==> src/rtl/rpr_pkg.sv <==
package rpr_pkg;

  // Command codes delivered by the external decoder, one cycle wide.
  typedef enum logic [2:0] {
    CMD_NONE       = 3'd0,
    CMD_EOI        = 3'd1,
    CMD_EOI_ROT    = 3'd2,
    CMD_SEOI       = 3'd3,
    CMD_SEOI_ROT   = 3'd4,
    CMD_SET_PRIO   = 3'd5
  } rpr_cmd_e;

  localparam int unsigned RPR_CMD_W = 3;

endpackage

==> src/rtl/rpr_prio_scan.sv <==
// Finds the highest-ranked set bit of a vector under a rotating base.
// N must be a power of two, so index arithmetic wraps by truncation.
module rpr_prio_scan #(
  parameter int N  = 8,
  parameter int IW = $clog2(N),
  parameter int PW = IW + 1
) (
  input  logic [N-1:0]  req,
  input  logic [IW-1:0] base,
  output logic [PW-1:0] rank,
  output logic [IW-1:0] line,
  output logic          found
);

  // Line that holds rank r under the current base.
  function automatic logic [IW-1:0] line_of_rank(input logic [IW-1:0] b,
                                                 input int unsigned r);
    logic [IW-1:0] rr;
    rr = IW'(r);
    return b + rr;
  endfunction

  always_comb begin
    rank  = PW'(N);
    line  = '0;
    found = 1'b0;
    // Scan from lowest rank to highest so that the best one lands last.
    for (int r = N - 1; r >= 0; r--) begin
      if (req[line_of_rank(base, r)]) begin
        rank  = PW'(r);
        line  = line_of_rank(base, r);
        found = 1'b1;
      end
    end
  end

endmodule

==> src/rtl/rpr_arbiter.sv <==
// Combinational decision: candidate versus effective in-service set.
module rpr_arbiter #(
  parameter int N       = 8,
  parameter bit PRIMARY = 1'b1,
  parameter int CASC    = 2,
  parameter int IW      = $clog2(N),
  parameter int PW      = IW + 1
) (
  input  logic [N-1:0]  pend,
  input  logic [N-1:0]  mask,
  input  logic [N-1:0]  isr,
  input  logic [IW-1:0] base,
  input  logic          spec_mask,
  input  logic          nested,
  output logic          irq,
  output logic [IW-1:0] line,
  output logic [N-1:0]  isr_eff,
  output logic          top_srv_found,
  output logic [IW-1:0] top_srv_line
);

  localparam logic [N-1:0] CASC_BIT = N'(1) << CASC;

  logic [N-1:0]  cand_vec;
  logic [PW-1:0] cand_rank;
  logic [IW-1:0] cand_line;
  logic          cand_found;
  logic [PW-1:0] blk_rank;
  logic [IW-1:0] blk_line;
  logic          blk_found;
  logic [PW-1:0] raw_rank;

  // Effective in-service set used only for the comparison.
  function automatic logic [N-1:0] filter_isr(input logic [N-1:0] s,
                                              input logic [N-1:0] m,
                                              input logic sm,
                                              input logic nest);
    logic [N-1:0] v;
    v = s;
    if (sm) v = v & ~m;
    if (nest && PRIMARY) v = v & ~CASC_BIT;
    return v;
  endfunction

  assign cand_vec = pend & ~mask;
  assign isr_eff  = filter_isr(isr, mask, spec_mask, nested);

  rpr_prio_scan #(.N(N)) u_cand (
    .req   (cand_vec),
    .base  (base),
    .rank  (cand_rank),
    .line  (cand_line),
    .found (cand_found)
  );

  rpr_prio_scan #(.N(N)) u_block (
    .req   (isr_eff),
    .base  (base),
    .rank  (blk_rank),
    .line  (blk_line),
    .found (blk_found)
  );

  // Raw in-service scan for the non-specific end-of-interrupt.
  rpr_prio_scan #(.N(N)) u_raw (
    .req   (isr),
    .base  (base),
    .rank  (raw_rank),
    .line  (top_srv_line),
    .found (top_srv_found)
  );

  logic outranks;
  assign outranks = cand_found && (cand_rank < blk_rank);

  always_comb begin
    irq  = outranks;
    line = outranks ? cand_line : IW'(N - 1);
  end

  logic unused_ok;
  assign unused_ok = ^{blk_line, blk_found, raw_rank};

endmodule

==> src/rtl/rpr_state.sv <==
// In-service vector and rotation base, updated by acknowledge and commands.
module rpr_state
  import rpr_pkg::*;
#(
  parameter int N  = 8,
  parameter int IW = $clog2(N)
) (
  input  logic          clk,
  input  logic          rst_n,
  input  logic          ack,
  input  logic          irq,
  input  logic [IW-1:0] line,
  input  logic          auto_eoi,
  input  logic          rot_aeoi,
  input  rpr_cmd_e      cmd,
  input  logic [IW-1:0] cmd_line,
  input  logic          top_srv_found,
  input  logic [IW-1:0] top_srv_line,
  output logic [N-1:0]  isr,
  output logic [IW-1:0] base,
  output logic          ack_take,
  output logic          eoi_hit
);

  function automatic logic [IW-1:0] after(input logic [IW-1:0] l);
    return l + IW'(1);
  endfunction

  logic [N-1:0]  isr_n;
  logic [IW-1:0] base_n;

  assign ack_take = ack && irq && (cmd == CMD_NONE);
  assign eoi_hit  = ((cmd == CMD_EOI) || (cmd == CMD_EOI_ROT)) && top_srv_found;

  always_comb begin
    isr_n  = isr;
    base_n = base;
    case (cmd)
      CMD_NONE: begin
        if (ack_take) begin
          if (auto_eoi) begin
            if (rot_aeoi) base_n = after(line);
          end else begin
            isr_n[line] = 1'b1;
          end
        end
      end
      CMD_EOI, CMD_EOI_ROT: begin
        if (top_srv_found) begin
          isr_n[top_srv_line] = 1'b0;
          if (cmd == CMD_EOI_ROT) base_n = after(top_srv_line);
        end
      end
      CMD_SEOI, CMD_SEOI_ROT: begin
        isr_n[cmd_line] = 1'b0;
        if (cmd == CMD_SEOI_ROT) base_n = after(cmd_line);
      end
      CMD_SET_PRIO: base_n = after(cmd_line);
      default: ;
    endcase
  end

  always_ff @(posedge clk or negedge rst_n) begin
    if (!rst_n) begin
      isr  <= '0;
      base <= '0;
    end else begin
      isr  <= isr_n;
      base <= base_n;
    end
  end

endmodule

==> src/rtl/rot_prio_resolver.sv <==
module rot_prio_resolver
  import rpr_pkg::*;
#(
  parameter int N       = 8,
  parameter bit PRIMARY = 1'b1,
  parameter int CASC    = 2,
  parameter int IW      = $clog2(N)
) (
  input  logic                 clk,
  input  logic                 rst_n,
  input  logic [N-1:0]         pend_i,
  input  logic [N-1:0]         mask_i,
  input  logic                 spec_mask_i,
  input  logic                 nested_i,
  input  logic                 auto_eoi_i,
  input  logic                 rot_aeoi_i,
  input  logic                 ack_i,
  input  logic [RPR_CMD_W-1:0] cmd_i,
  input  logic [IW-1:0]        cmd_line_i,
  output logic                 irq_o,
  output logic [IW-1:0]        line_o,
  output logic [N-1:0]         isr_o,
  output logic [IW-1:0]        base_o
);

  logic [N-1:0]  isr_q;
  logic [IW-1:0] base_q;
  logic [N-1:0]  isr_eff;
  logic          top_srv_found;
  logic [IW-1:0] top_srv_line;
  logic          ack_take;
  logic          eoi_hit;
  logic          irq_w;
  logic [IW-1:0] line_w;
  rpr_cmd_e      cmd_e;

  assign cmd_e = rpr_cmd_e'(cmd_i);

  rpr_arbiter #(.N(N), .PRIMARY(PRIMARY), .CASC(CASC)) u_arb (
    .pend          (pend_i),
    .mask          (mask_i),
    .isr           (isr_q),
    .base          (base_q),
    .spec_mask     (spec_mask_i),
    .nested        (nested_i),
    .irq           (irq_w),
    .line          (line_w),
    .isr_eff       (isr_eff),
    .top_srv_found (top_srv_found),
    .top_srv_line  (top_srv_line)
  );

  rpr_state #(.N(N)) u_state (
    .clk           (clk),
    .rst_n         (rst_n),
    .ack           (ack_i),
    .irq           (irq_w),
    .line          (line_w),
    .auto_eoi      (auto_eoi_i),
    .rot_aeoi      (rot_aeoi_i),
    .cmd           (cmd_e),
    .cmd_line      (cmd_line_i),
    .top_srv_found (top_srv_found),
    .top_srv_line  (top_srv_line),
    .isr           (isr_q),
    .base          (base_q),
    .ack_take      (ack_take),
    .eoi_hit       (eoi_hit)
  );

  assign irq_o  = irq_w;
  assign line_o = line_w;
  assign isr_o  = isr_q;
  assign base_o = base_q;

  logic unused_ok;
  assign unused_ok = ^{isr_eff, ack_take, eoi_hit};

endmodule

==> config.mk <==
export PLATFORM = sky130hd
export DESIGN_NAME = rot_prio_resolver
export DESIGN_NICKNAME = d
export VERILOG_FILES = /design/src/rtl/rpr_pkg.sv /design/src/rtl/rpr_prio_scan.sv /design/src/rtl/rpr_arbiter.sv /design/src/rtl/rpr_state.sv /design/src/rtl/rot_prio_resolver.sv
export SDC_FILE = /design/constraint.sdc
export NUM_CORES = 1
export LEC_CHECK = 0
export BUFFER_PORTS_ARGS = -buffer_cell sky130_fd_sc_hd__buf_2
export CAP_MARGIN = 20
export CORE_MARGIN = 4
export CORE_UTILIZATION = 60
export CTS_CLUSTER_DIAMETER = 30
export CTS_CLUSTER_SIZE = 14
export DETAILED_ROUTE_END_ITERATION = 16
export GPL_ROUTABILITY_DRIVEN = 1
export HOLD_SLACK_MARGIN = 0.02
export PLACE_DENSITY = 0.93
export SETUP_SLACK_MARGIN = 0.1
export SYNTH_ARGS = -nofsm -noshare
export SYNTH_HDL_FRONTEND = slang
export SYNTH_HIERARCHICAL = 1
export SYNTH_SLANG_ARGS = --single-unit
==> constraint.sdc <==
create_clock -name clk -period 6.1 [get_ports clk]
set_clock_uncertainty 0.1 [all_clocks]
set_input_delay 0.305 -clock clk [delete_from_list [all_inputs] [get_ports clk]]
set_output_delay 0.305 -clock clk [all_outputs]
set_load 0.005 [all_outputs]
Word-level counts from Yosys, hierarchy flattened
Cells that the tools add are included.

Register bits after elaboration: 11. Input port bits: 29. Output and inout bits: 15. Logic and storage cells: 176.

$add $sub $neg: 10. Order comparisons: 15. Equality and inequality tests: 12. Muxes and demuxes: 116. Bitwise gates (word level): 8. Reductions and logical operators: 13.

Operator list (count): 1-bit binary-select mux with 3-bit select (24); 3-bit 2-to-1 mux (24); 4-bit 2-to-1 mux (16); 3-bit by 4-bit less-than comparator with 1-bit output (second input constant) (11); 1-bit 2-to-1 mux (43); 8-bit AND (4); 8-bit 2-to-1 mux (4); 8-bit NOT (3); 8-bit case mux with 3 select lines (1); 3-bit by 1-bit adder with 3-bit output (second input constant) (4); 3-bit adder (second input constant) (4); 3-bit case mux with 4 select lines (1); 2-bit inequality test (second input constant) (5); 1-bit demux with 3-bit select (3); 3-bit by 1-bit greater-or-equal comparator with 1-bit output (second input constant) (3); 8-bit OR (1); 7-bit AND reduction (1); 3-bit by 2-bit adder with 3-bit output (second input constant) (2); 3-bit by 2-bit == test with 1-bit output (second input constant) (2); 3-bit == test (second input constant) (2); 1-bit logical AND (6); 4-bit less-than comparator (1); 2-bit by 1-bit inequality test with 1-bit output (second input constant) (2); 4-bit AND reduction (1); 5 further kinds (6).

Logic depth before layout (Yosys ltp)
Gate-level depths: netlist of the first run.

Word-level depth: 25. Depth in mapped cells: 21. Depth with buffers taken out: 18.

Hierarchy
The synthesis of the first run kept the hierarchy.

By module, submodules not included: rpr_prio_scan (instances 3, cells each 88, area each 822.0 um^2, sequential area each 0.0 um^2); rpr_state (instances 1, cells each 123, area each 1047.3 um^2, sequential area each 275.3 um^2); rpr_arbiter (instances 1, cells each 32, area each 225.2 um^2, sequential area each 0.0 um^2).

Worst setup path after synthesis of the first run
No wires, ideal clock.

Path kind: register to register. Start point: register u_state.base[0]. End point: register u_state.base[2]. Setup time: 0.124 ns. Arrival: 4.793 ns. Data required time: 5.876 ns. Setup slack: 1.083 ns. Stages on the path, launching flop included: 20. Path buffers: 2. Clock period less this slack: 5.017 ns. Cell sequence: dfrtp_1 buf_6 clkinv_1 ha_1 buf_2 mux4_2 mux2i_1 nand3_1 a311oi_1 inv_1 ha_1 o211ai_2 nor2_1 or3_1 mux2_2 mux4_2 ha_1 inv_1 a211oi_1 a211o_1.

Word-level cells in the longest chain between the ends: 19. Elaborated cells on any way between the ends: 119. Those cells by class: add/sub: 9; order compare: 1; eq/ne: 2; mux: 103; reduce/logical: 4.

RTL lines: from (decl) (RTL line rpr_state.sv:20) `output logic [IW-1:0] base,`; from (signal assigned) (RTL line rpr_state.sv:69) `base <= base_n;`; 3-bit adder (RTL line rpr_prio_scan.sv:20) `return b + rr;`; 1-bit binary-select mux with 3-bit select (RTL line rpr_prio_scan.sv:29) `if (req[line_of_rank(base, r)]) begin`; 1-bit 2-to-1 mux (not written as such) (RTL line rpr_prio_scan.sv:29); 4-bit 2-to-1 mux (7 in a row) (RTL line rpr_prio_scan.sv:29); 4-bit 2-to-1 mux * (RTL line rpr_prio_scan.sv:29); via u_arb.blk_rank[1] (RTL line rpr_arbiter.sv:28) `logic [PW-1:0] blk_rank;`; 4-bit less-than comparator * (RTL line rpr_arbiter.sv:74) `assign outranks = cand_found && (cand_rank < blk_rank);`; 1-bit logical AND * (RTL line rpr_arbiter.sv:74); 3-bit 2-to-1 mux * (RTL line rpr_arbiter.sv:78) `line = outranks ? cand_line : IW'(N - 1);`; via line_o[1] (RTL line rot_prio_resolver.sv:21) `output logic [IW-1:0] line_o,`; 3-bit by 1-bit adder with 3-bit output * (RTL line rpr_state.sv:26) `return l + IW'(1);`; 3-bit 2-to-1 mux * (RTL line rpr_state.sv:42) `if (rot_aeoi) base_n = after(line);`; 3-bit 2-to-1 mux * (RTL line rpr_state.sv:41) `if (auto_eoi) begin`; 3-bit 2-to-1 mux * (RTL line rpr_state.sv:40) `if (ack_take) begin`; 3-bit case mux with 4 select lines * (RTL line rpr_state.sv:38) `case (cmd)`.

Mark *: on every way through the listed nets, which the timed path passes. The rest lies on a longest branch. The select of a mux whose other input is x is not followed. A chain may end at the register's enable or synchronous reset.

Final worst setup path of the first run
Start point: register u_state.base[0]. End point: register u_state.base[2].

Word-level cells in the longest chain between the ends: 19. Elaborated cells on any way between the ends: 119. Those cells by class: add/sub: 9; order compare: 1; eq/ne: 2; mux: 103; reduce/logical: 4.

RTL lines (RTL line): 3-bit adder (rpr_prio_scan.sv:20); 1-bit binary-select mux with 3-bit select (rpr_prio_scan.sv:29); 1-bit 2-to-1 mux (not written as such) (rpr_prio_scan.sv:29); 4-bit 2-to-1 mux (7 in a row) (rpr_prio_scan.sv:29); 4-bit 2-to-1 mux * (rpr_prio_scan.sv:29); via u_arb.blk_rank[1] (rpr_arbiter.sv:28); 4-bit less-than comparator * (rpr_arbiter.sv:74); 1-bit logical AND * (rpr_arbiter.sv:74); 3-bit 2-to-1 mux (rpr_arbiter.sv:78); 3-bit by 1-bit adder with 3-bit output (rpr_state.sv:26); 3-bit 2-to-1 mux (rpr_state.sv:42); 3-bit 2-to-1 mux (rpr_state.sv:41); 3-bit 2-to-1 mux (rpr_state.sv:40); 3-bit case mux with 4 select lines (rpr_state.sv:38).

Marks and branches as above.

==> results.cfg, run 1 <==
[logic_synthesis]
syn_area_per_cell_um2 = 9.17
synthCells = 372
synth.cell_area_um2 = 3410
mappedNetlistNets = 411
yosys_warnings = 6

[setup_path]
worst-setup-path-type = reg2reg
timing.critical_path.to_type = flop
crit_path_max_incr_delay_ns = 0.57
setup_slack_of_the_most_critical_reg_to_reg_path_ns = 0.87
timing.rr.end = u_state/base[2]
critical_path.most_common_cell = sky130_fd_sc_hd__ha_1
critPathRequiredTime_ns = 6.12
critical_path.startpoint_type = flop
crit_chain = buf_4 > clkinv_1 > ha_1 > mux4_2 > mux2i_1 > nand3_1 > a311oi_1 > inv_1 > ha_1 > o211ai_2 > nor2_1 > or3_1 > mux2_2 > mux4_2 > ha_1 > inv_1 > a211oi_1 > a211o_1
ff2ff_path_depth = 18
worst_ep_arrival_time_ns = 5.25
worst-path-max-fanout = 32
worst_r2r_startpoint = u_state/base[0]
timing.critical_path.slowest_stage_cell = sky130_fd_sc_hd__mux4_2

[sta]
rsz0062_at_grt = no
worst_slew_margin_rel_pct = 50.7
period_needed_ns = 5.23
maxClockFrequency_mhz = 191
tightestPinTransition_ns = 0.739
final.setup.tns_ns = 0
report.final.setup_viol = 0
setup_slack_ns = 0.872
final-max-slew-violation-count = 0
timing.final.hold_violations = 0
final.period_utilization_pct = 85.7

[clock_network]
clockBufferDepth = 2
post-cts-setup-buffer-count = 0
cts_made_buffers = 3
post_cts_resized = 0
clk_pin_slew_worst_paths_ns = 0.05
tritoncts_clock_tree = yes
clock_latency_ns = 0.24
cts.sinks = 11
ctsHtreeMaxLevel = 1
clock-root-buffer = sky130_fd_sc_hd__clkbuf_8

[route]
drc_markers = 0
detail_route.vias_per_cell = 7.39
drt.antenna.violating_nets = 0
initialDrtViolationCount = 410
totalWireLength_mm = 9.50
drt_pre_antenna_iters = 5
via_count = 3453
detail_route.wl_per_cell_um = 20.3

[global_route]
groute.layer.met2.usage_pct = 44.0
grtUsageMet3_pct = 3.67
grt.busiest_layer = met2
grt_start_max_net_pins = 33
grt_first_pass_wirelength_mm = 15.5
antenna_found_initial = 0
groute.usage.overall_pct = 26.2
grt.met1_usage_pct = 34.6
grt_overflow = 0
number_of_global_route_vias_before_repair = 3281

[floorplanning]
floorplan.die.width_um = 83.4
core_region_area_um2 = 5510
chipHeight_um = 83.4
ioPinCount = 44
row_count = 27
start_util_pct = 61.9
fp.dieArea_um2 = 6950

[final_layout]
n_antenna_cell = 0
finish.net_count = 435
postLayoutCellArea_um2 = 3610
finalCoreUtilization_pct = 65.5
final_layout_size_suffix_gt1_share_pct = 28.9
area_growth_pct = 5.83

[run_status]
outcome = completed

[job]
max_cap_viol = 0

[placement]
dpl_worst_slack_ns = 0.900
gp_congestion = 0.965
detailedPlacementHpwl_mm = 7.11
placed_cell_area_um2 = 3550
port_buffers = 43

[hold_path]
timing.hold.worst.class = in2async
==> worst max-delay path: cells and delay by family (launching register included) <==
family                   cells  cell delay (ns)
adder cells (fa/ha/maj)      3             0.93
multiplexers                 4             1.50
flip-flops                   1             0.36
AO/OA/AOI/OAI                4             0.78
AND/OR/NAND/NOR              3             0.61
buffers and inverters        4             0.81
==> how the worst max path moves through the flow <==
stage                           end             from  depth (start not counted)
global route        u_state/base[2]  u_state/base[0]                         18
floorplan           u_state/base[2]  u_state/base[0]                         18
finish              u_state/base[2]  u_state/base[0]                         18
global placement    u_state/base[2]  u_state/base[0]                         18
CTS                 u_state/base[2]  u_state/base[0]                         18
detailed placement  u_state/base[2]  u_state/base[0]                         18
==> registers in the layout, indices dropped and copies added (netlist names) <==
register,count
u_state/base,3
u_state/isr,8
==> stage by stage <==
stage / std cells / hold slack (ns)
3_5_place_dp: 462 / 0.0876
6_report: 467 / 0.370
5_1_grt: 467 / 0.408
3_3_place_gp: 462 / 0.0807
2_1_floorplan: 372 / -0.0906
4_1_cts: 467 / 0.373
==> timing repair <==
item	in CTS	in global routing
setup endpoints to repair	0	0
endpoints found under the hold margin	11	0
hold buffers	1	0
==> area by class of cell <==
| class | instances | area [µm²] |
|---|---|---|
| Multi-Input combinational cell | 314 | 2870 |
| Clock buffer | 4 | 45.0 |
| Inverter | 18 | 67.6 |
| Tap cell | 72 | 90.1 |
| Fill cell | 418 | 1900 |
| Sequential cell | 11 | 277 |
| Timing Repair Buffer | 48 | 255 |
==> layer usage <==
layer	share of wire [%]	vias to the layer above
li1	-	1511
met3	9.5	41
met5	0	-
met4	2.9	0
met2	48	257
met1	40	1644
==> cell usage in the layout (no fill, tap or decap), types with 3 or more instances in the layout <==
cell                         n
sky130_fd_sc_hd__mux2i_2     3
sky130_fd_sc_hd__a311oi_1    4
sky130_fd_sc_hd__or3_1       4
sky130_fd_sc_hd__nand4_1     4
sky130_fd_sc_hd__nand3b_1    3
sky130_fd_sc_hd__or2b_1      3
sky130_fd_sc_hd__inv_1      15
sky130_fd_sc_hd__mux4_2     33
sky130_fd_sc_hd__a32o_1      5
sky130_fd_sc_hd__clkinv_1    3
sky130_fd_sc_hd__ha_1       10
sky130_fd_sc_hd__buf_4       4
sky130_fd_sc_hd__clkbuf_8    3
sky130_fd_sc_hd__a22o_1      4
sky130_fd_sc_hd__a21o_1      4
sky130_fd_sc_hd__mux2i_1    20
sky130_fd_sc_hd__nand3_1     8
sky130_fd_sc_hd__mux2_2     19
sky130_fd_sc_hd__a21boi_0    8
sky130_fd_sc_hd__o21bai_1    3
sky130_fd_sc_hd__mux2_4      3
sky130_fd_sc_hd__o21ai_0    10
sky130_fd_sc_hd__nor2_1     22
sky130_fd_sc_hd__nor2b_1    19
sky130_fd_sc_hd__buf_2      43
sky130_fd_sc_hd__a211oi_1    6
sky130_fd_sc_hd__and2_1      6
sky130_fd_sc_hd__o211ai_1    6
sky130_fd_sc_hd__xor2_1      6
sky130_fd_sc_hd__xnor2_1     3
sky130_fd_sc_hd__nand2_1    21
sky130_fd_sc_hd__dfrtp_1    10
sky130_fd_sc_hd__and3_1      5
sky130_fd_sc_hd__a21oi_1    25
sky130_fd_sc_hd__o2111ai_1   3
sky130_fd_sc_hd__a22oi_1     5
sky130_fd_sc_hd__nor3_1      5
Power of run 1 is not shown: default switching activity piles up to over one toggle a cycle in this logic, so the estimate is an artifact.
==> run 2: changes to the inputs <==
--- a/config.mk
+++ b/config.mk
@@ -7,6 +7,7 @@
 export LEC_CHECK = 0
 export BUFFER_PORTS_ARGS = -buffer_cell sky130_fd_sc_hd__buf_2
 export CAP_MARGIN = 20
+export CORE_ASPECT_RATIO = 1.75
 export CORE_MARGIN = 4
 export CORE_UTILIZATION = 60
 export CTS_CLUSTER_DIAMETER = 30
==> results.cfg, run 2 (synthesis gave the netlist of run 1 again) <==
[floorplanning]
fp.dieArea_um2 = 7000
core_region_area_um2 = 5540
start_util_pct = 61.5
ioPinCount = 44
chipHeight_um = 108
row_count = 36
floorplan.die.width_um = 65.0

[final_layout]
area_growth_pct = 5.98
mostFrequentLayoutCell = sky130_fd_sc_hd__buf_2
final_layout_size_suffix_gt1_share_pct = 28.9
biggestRegsByFlops = u_state/isr: 8 flops, u_state/base: 3 flops
most_frequent_cells_in_the_layout = sky130_fd_sc_hd__buf_2 (43), sky130_fd_sc_hd__mux4_2 (33), sky130_fd_sc_hd__a21oi_1 (25), sky130_fd_sc_hd__nor2_1 (22), sky130_fd_sc_hd__nand2_1 (21)
postLayoutCellArea_um2 = 3610
max_flop_register = u_state/isr
finish.net_count = 435
n_antenna_cell = 0
largest_register_ff_count = 8

[route]
totalWireLength_mm = 9.46
drc_markers = 0
detail_route.vias_per_cell = 7.24
drt.antenna.violating_nets = 0
detail_route.wl_per_cell_um = 20.1
initialDrtViolationCount = 341
via_count = 3411
drt_pre_antenna_iters = 5

[setup_path]
critical-path-top-delay-family = multiplexers
worst_ep_arrival_time_ns = 5.31
worst_r2r_startpoint = u_state/base[0]
worst-setup-path-type = reg2reg
timing.rr.end = u_state/base[2]
timing.critical_path.slowest_stage_cell = sky130_fd_sc_hd__mux4_2
worst-path-max-fanout = 32
crit_chain = buf_4 > clkinv_1 > ha_1 > mux4_2 > mux2i_1 > nand3_1 > a311oi_1 > inv_1 > ha_1 > o211ai_2 > nor2_1 > or3_1 > mux2_2 > mux4_2 > ha_1 > inv_1 > a211oi_1 > a211o_1
setup_slack_of_the_most_critical_reg_to_reg_path_ns = 0.82
critical_path.startpoint_type = flop
worstSetupEndpoint = u_state/base[2]
timing.critical_path.depth = 18
critical_path.most_common_cell = sky130_fd_sc_hd__ha_1
worst_setup_path_startpoint = u_state/base[0]
crit_path_max_incr_delay_ns = 0.57
critPathRequiredTime_ns = 6.12
ff2ff_path_depth = 18
cp.buffers_inverters = 4
timing.critical_path.to_type = flop

[sta]
report.final.setup_viol = 0
rsz0062_at_grt = no
final.period_utilization_pct = 86.6
final.setup.tns_ns = 0
worst_slew_margin_rel_pct = 48.4
hold_slack_ns = 0.363
maxClockFrequency_mhz = 189
period_needed_ns = 5.28
final-max-slew-violation-count = 0
tightestPinTransition_ns = 0.774
timing.final.hold_violations = 0

[run_status]
outcome = completed

[global_route]
grt_overflow = 0
antenna_found_initial = 0
grt_start_max_net_pins = 33
grt_first_pass_wirelength_mm = 15.5
groute.usage.overall_pct = 27.5
number_of_global_route_vias_before_repair = 3306

[clock_network]
cts_made_buffers = 3
post_cts_resized = 0
clk_pin_slew_worst_paths_ns = 0.05
post-cts-setup-buffer-count = 0
cts.sinks = 11
ctsHtreeMaxLevel = 1
clockBufferDepth = 2
clock_latency_ns = 0.24
tritoncts_clock_tree = yes
clock-root-buffer = sky130_fd_sc_hd__clkbuf_8
hold_buffer_count_at_cts = 1

[hold_path]
timing.hold.worst.class = in2async

[placement]
placed_cell_area_um2 = 3560
gp_congestion = 1.01
detailedPlacementHpwl_mm = 7.22
port_buffers = 43

[job]
max_cap_viol = 0
-- run 2: cell counts in the layout (fill, tap and decap cells not counted) --
Identical to the previous run, type by type.
-- run 2: through the flow --
step | utilization [%] | setup slack (ns) | instances
global route | 65.2 | 0.523 | 471
global placement | 64.2 | 1.09 | 466
finish | 65.2 | 0.817 | 471
floorplan | - | 1.13 | 372
detailed placement | 64.2 | 0.837 | 466
CTS | 65.2 | 0.833 | 471
-- run 2: layer usage --
layer / global-route usage [%] / vias to the layer above / wire, µm / part of all wire [%]
met3: 3.66 / 43 / 786 / 8.3
li1: - / 1515 / - / -
met4: 12.3 / 0 / 434 / 4.6
met1: 32.6 / 1616 / 3410 / 36
met2: 48.3 / 237 / 4830 / 51
met5: 0 / - / 0 / 0
-- run 2: worst min-delay path by stage --
stage / start / to / slack [ns]
2_1_floorplan: rst_n / u_state/base[0] / -0.09
3_5_place_dp: rst_n / u_state/isr[7] / 0.09
3_3_place_gp: rst_n / u_state/isr[4] / 0.08
6_report: rst_n / u_state/isr[7] / 0.36
5_1_grt: rst_n / u_state/isr[0] / 0.40
4_1_cts: rst_n / u_state/isr[0] / 0.37
-- run 2: area by class of cell --
class                   count  area [µm²]
clock buffers               4        45.0
fillers                   450        1930
inverters                  18        67.6
multi-input cells         314        2870
flip-flops and latches     11         277
well taps                  76        95.1
repair buffers             48         255
-- run 2: worst reg2reg max path, cell delays in order (launching register included) --
cell	delay [ns]
sky130_fd_sc_hd__dfrtp_1	0.34
sky130_fd_sc_hd__buf_4	0.41
sky130_fd_sc_hd__clkinv_1	0.25
sky130_fd_sc_hd__ha_1	0.44
sky130_fd_sc_hd__mux4_2	0.57
sky130_fd_sc_hd__mux2i_1	0.22
sky130_fd_sc_hd__nand3_1	0.13
sky130_fd_sc_hd__a311oi_1	0.29
sky130_fd_sc_hd__inv_1	0.07
sky130_fd_sc_hd__ha_1	0.29
sky130_fd_sc_hd__o211ai_2	0.17
sky130_fd_sc_hd__nor2_1	0.09
sky130_fd_sc_hd__or3_1	0.42
sky130_fd_sc_hd__mux2_2	0.29
sky130_fd_sc_hd__mux4_2	0.47
sky130_fd_sc_hd__ha_1	0.19
sky130_fd_sc_hd__inv_1	0.07
sky130_fd_sc_hd__a211oi_1	0.05
sky130_fd_sc_hd__a211o_1	0.30
Power of run 2 is left out for the same reason.
